===== src/rtl/ccd_seq.sv =====
module ccd_seq #(
  parameter int CLK_PER_PIX = 4,
  parameter int LEAD        = 64,
  parameter int ACTIVE      = 5000,
  parameter int TRAIL       = 12
) (
  input  logic                                     clk,
  input  logic                                     rst_n,
  input  logic                                     sg,
  output logic                                     ph1,
  output logic                                     ph2,
  output logic                                     rs,
  output logic [$clog2(LEAD+ACTIVE+TRAIL)-1:0]     pix_idx,
  output logic                                     lead_dmy,
  output logic                                     act,
  output logic                                     trail_dmy,
  output logic                                     frame_start,
  output logic                                     frame_end
);
  localparam int TOTAL = LEAD + ACTIVE + TRAIL;
  localparam int IW    = $clog2(TOTAL);
  localparam int SW    = (CLK_PER_PIX > 1) ? $clog2(CLK_PER_PIX) : 1;
  localparam logic [IW-1:0] LAST_IDX  = IW'(TOTAL - 1);
  localparam logic [IW-1:0] ACT_FIRST = IW'(LEAD);
  localparam logic [IW-1:0] TR_FIRST  = IW'(LEAD + ACTIVE);
  localparam logic [SW-1:0] SUB_LAST  = SW'(CLK_PER_PIX - 1);

  logic          sg_q, run, ph;
  logic [SW-1:0] sub;
  logic [IW-1:0] idx;

  wire fall     = sg_q & ~sg;
  wire pix_last = (sub == SUB_LAST);

  always_ff @(posedge clk) begin
    if (!rst_n) begin
      sg_q <= 1'b0;
      run  <= 1'b0;
      ph   <= 1'b0;
      sub  <= '0;
      idx  <= '0;
    end else begin
      sg_q <= sg;
      if (fall) begin
        run <= 1'b1;
        ph  <= 1'b0;
        sub <= '0;
        idx <= '0;
      end else begin
        sub <= pix_last ? '0 : sub + 1'b1;
        if (pix_last) ph <= ~ph;
        if (run && pix_last) begin
          if (idx == LAST_IDX) run <= 1'b0;
          else                 idx <= idx + 1'b1;
        end
      end
    end
  end

  assign ph1         = ~ph;
  assign ph2         = ph;
  assign pix_idx     = idx;
  assign rs          = run & (sub == '0);
  assign frame_start = run & (idx == '0) & (sub == '0);
  assign frame_end   = run & (idx == LAST_IDX) & pix_last;
  assign lead_dmy    = run & (idx < ACT_FIRST);
  assign act         = run & (idx >= ACT_FIRST) & (idx < TR_FIRST);
  assign trail_dmy   = run & (idx >= TR_FIRST);
endmodule



===== config.mk =====
export PLATFORM = sky130hd
export DESIGN_NAME = ccd_seq
export DESIGN_NICKNAME = d
export VERILOG_FILES = /design/src/rtl/ccd_seq.sv
export SDC_FILE = /design/constraint.sdc
export NUM_CORES = 1
export LEC_CHECK = 0
export ABC_AREA = 0
export BUFFER_PORTS_ARGS = -buffer_cell sky130_fd_sc_hd__buf_2
export CAP_MARGIN = 10
export CORE_AREA = 2 2 46 52
export DETAILED_ROUTE_END_ITERATION = 12
export DIE_AREA = 0 0 48 54
export PLACE_DENSITY_LB_ADDON = 0.3
export SYNTH_ARGS = -nofsm -noshare
export SYNTH_HDL_FRONTEND = slang
export SYNTH_SLANG_ARGS = --single-unit

===== constraint.sdc =====
create_clock -name clk -period 2.75 [get_ports clk]
set_input_delay 0.55 -clock clk [delete_from_list [all_inputs] [get_ports clk]]
set_output_delay 0.55 -clock clk [all_outputs]
set_load 0.02 [all_outputs]

### After elaboration in Yosys (flattened, before gate mapping)

Index checks and enable logic that the tools add are counted.
W data, S select, Z words.

* logic and storage cells: 39
* flip-flop bits (word level): 18
* memory bits (read-only): 0
* RAM bits: 0
* input bits: 3
* latch bits: 0
* memories: 0

* $add $sub $neg: 2
* div/mod/pow operators: 0
* reduce and logical (&&, ||, !) cells: 9
* equal/unequal tests: 2
* magnitude comparators: 4
* $mul: 0
* shifts and indexed selects: 0
* bitwise gates (word level): 14
* multiplexer cells: 3

Operator list (count)
* $add A13 B1 Y13 const B: 1
* $eq A13 B13 Y1 const B: 1
* $ge A13 B13 Y1 const B: 1
* $ge A13 B7 Y1 const B: 1
* $logic_not A13 Y1: 1
* $lt A13 B13 Y1 const B: 1
* $lt A13 B7 Y1 const B: 1
* $and A1 B1 Y1: 10
* $not A1 Y1: 4
* $reduce_and A2 Y1: 2
* $reduce_bool A2 Y1: 2
* $mux W1: 3
* $reduce_or A3 Y1: 1
* $add A2 B1 Y2 const B: 1
* $eq A2 B2 Y1 const B: 1
* $logic_not A2 Y1: 1
* $reduce_or A2 Y1: 1
* $logic_and A1 B1 Y1: 1

### Depth between registers and ports, before layout

* depth after elaboration: 4
* mapped depth: 6

### Least setup slack after synthesis

No wires, ideal clock.

* kind: reg-to-output
* start point: reg idx[0] (netlist: pix_idx[0])
* end point: out frame_end
* path slack: 598 ps
* arrival: 1602 ps
* buffers on the path: 0
* stages on the path, launching flop included: 5
* path through: dfxtp_1 > ha_1 > nor4bb_1 > nand4_1 > nor2_1

* longest elaborated chain between the ends: 3

RTL lines
* from (decl): line 30 `logic [IW-1:0] idx;`
* from (signal assigned): line 54 `else idx <= idx + 1'b1;`
* $eq A13 B13 Y1: line 65 `assign frame_end = run & (idx == LAST_IDX) & pix_last;`
* $and A1 B1 Y1 (2 in a row): line 65
* to (decl): line 18 `output logic frame_end`

Every way passes these cells.

### Worst setup path in the final report

Ends and elaborated chain as after synthesis.

==> impl_metrics.yaml <==
routing:
  first_pass_iters: 4
  ant_nets: 0
  routedWlPerCell_um: 11.9
  drc: 0
  drtIter0Drc: 20
  vias: 841
  drt-total-wl_mm: 1.96
  vias_per_cell: 5.10
pwr:
  p_sw_mw: 0.100
  p_clk_share_pct: 29.7
  p_per_area_nw_per_um2: 383
  leakagePower_nw: 0.447
  peakVddDrop_mv: 0.233
  power_frac_seq_pct: 63.2
  finalPower_mw: 0.429
  switching_share_pct: 23.3
  p_comb_share_pct: 7.2
  p_int_mw: 0.329
synth:
  syn-cell-area_um2: 981
  ys_warn_count: 0
  postSynthCellCount: 113
  synth-edff-count: 0
  synthArstFlopShare_pct: 0
  synth_area_per_cell_um2: 8.68
  yosys.area.top_type_share_pct: 36.7
  synth_seq_area_share_pct: 36.7
  yosysMostFrequentCell: "dfxtp_1"
  synth_seq_cells: 18
  synth_flop_cell: "dfxtp_1"
  yosysTopAreaCell: "dfxtp_1"
  synth.distinct_cells: 31
  ys_top_cells_by_count: "dfxtp_1 (18), nor2_1 (16), inv_1 (10), xnor2_1 (10)"
  synth_nets: 120
  yosys-top-cells-area: "dfxtp_1 (37%), xnor2_1 (8.9%), nor2_1 (6.1%)"
timing:
  finClkSkew_ns: 0.00991
  finalHoldViolCount: 0
  rsz0062_at_grt: "false"
  period_share_pct: 88.9
  slew_headroom_pct: 60.8
  final.min_clock_period_ns: 2.44
  slew_violations: 0
  setup_tns_ns: 0
  worst_pin_slew_ns: 0.586
  setup_viol: 0
  setup_ws_ns: 0.306
  max_freq_mhz: 409
worst_setup_path:
  max_stage_delay_ns: 0.45
  setup.worst_path.start_class: "register"
  path_buf_inv: 1
  crit-reg2reg-launch: "pix_idx[0]"
  critical_path.top_delay_family: "simple AND/OR/NAND/NOR gates"
  required_ns: 2.20
  critPathLaunch: "pix_idx[0]"
  critPathMaxFanout: 5
  crit_type: "reg -> out"
  cp-end-kind: "output port"
  arrival_ns: 1.89
  crit_chain: "ha_1 -> nor4bb_1 -> nand4_1 -> nor2_1 -> buf_2"
  cpMaxStageDelayCell: "nor4bb_1"
clock_tree:
  cts-buffers-inserted: 3
  postCtsHoldBufs: 0
  htreeDepth: 1
  cts_root_buf: "clkbuf_4"
  clock_latency_ns: 0.29
  cts_tree: "yes"
  cts_buffer_depth: 2
  clk_pin_slew_ns: 0.10
  postCtsSetupRepairBufs: 0
  cts.repair.resized: 0
  cts.sinks: 18
die:
  core_region_area_um2: 2140
  rows: 18
  initial_core_util_pct: 45.8
  die-area_um2: 2590
  die_w_um: 48
  io_pins: 24
  fp.dieH_um: 54
final_layout:
  final_util_pct: 52.3
  drive_gt1_share_pct: 25.9
  final_area_um2: 1120
  syn_to_final_growth_pct: 14.0
  n_fill_cell: 221
  diodes: 0
  final_net_count: 144
placement:
  place_congestion: 0.885
  port_buffers: 23
  hpwl_mm: 1.51
  dpl-instance-area_um2: 1100
  preCtsSetupSlack_ns: 0.655
global_routing:
  grt_max_degree: 17
  grt_overflow: 0
  grt_pass1_wl_mm: 3.11
  grt_pass1_vias: 736
  globalRouteTotalUtil_pct: 17.3
  antenna_found_initial: 0
worst_hold_path:
  min_from: "sub[0]"
  hold_path_class: "reg -> reg"
outcome:
  status: "finished clean"
flow_run:
  maxCapViolCount: 0
placed cells by master, fill, tap and decap left out, drive strengths merged, types with 2 or more instances in the layout:
master  count
a21oi       3
and2        2
buf        23
clkbuf      3
dfxtp      18
ha          4
inv        10
nand2       8
nand3       4
nand4       5
nor2       19
nor3        8
nor4        3
o21ai       4
or3         2
xnor2      10
layout make-up:
cell class | instances | area [um2] | share of cell area [%]
Sequential cell | 18 | 360 | 32.2
Tap cell | 30 | 37.5 | 3.36
Inverter | 10 | 37.5 | 3.36
Multi-Input combinational cell | 81 | 546 | 48.8
Timing Repair Buffer | 23 | 115 | 10.3
Clock buffer | 3 | 22.5 | 2.01
sequential cells by signal, indices dropped and copies added (netlist names):
register,cells
pix_idx,13
run,1
sg_q,1
ph2,1
sub,2
worst reg2reg max path, cell delays in order, from the launching register on:
cell	delay (ns)
dfxtp_1	0.41
ha_1	0.21
nor4bb_1	0.46
nand4_1	0.21
o21ai_0	0.22
a21boi_0	0.11
power groups by stage:
stage	Sequential (mW)	Combinational [mW]	Clock (mW)
after floorplan	0.277	0.0244	0
after global placement	0.277	0.0304	0
after detailed placement	0.277	0.0313	0
after CTS	0.271	0.0316	0.134
after global routing	0.272	0.0353	0.147
final	0.271	0.0307	0.127
cells by family (layout without fill, tap and decap cells):
group	Yosys count	in the layout	share of synthesized area (%)
adders and majority gates	4	4	5.10
xor gates and xnor gates	10	10	8.93
buffers and inverters	14	36	7.65
AOI/OAI and AO/OA	9	9	6.00
muxes	1	1	1.02
and+or+nand+nor	57	57	34.6
DFF	18	18	36.7
layer usage:
metal  vias up  wire length (um)  global-route usage, %
met2        17              1010                   29.6
met4         0                12                   8.11
met5         -                 0                      0
li1        430                 -                      -
met3         2                55                   3.02
met1       392               882                   20.1
through the flow:
| stage | hold slack [ns] | cells |
|---|---|---|
| finish | 0.455 | 165 |
| global route | 0.452 | 165 |
| CTS | 0.458 | 165 |
| detailed placement | 0.442 | 162 |
| global placement | 0.439 | 162 |
| floorplan | 0.426 | 113 |
path summary, 6_finish.rpt:
kind          endpoint  slack (ns)  depth (start not counted)
max          frame_end        0.31                          5
min             sub[0]        0.45                          1
max reg2reg        run        1.02                          5
min reg2reg     sub[0]        0.45                          1
Power figures use the tool's default switching activity.
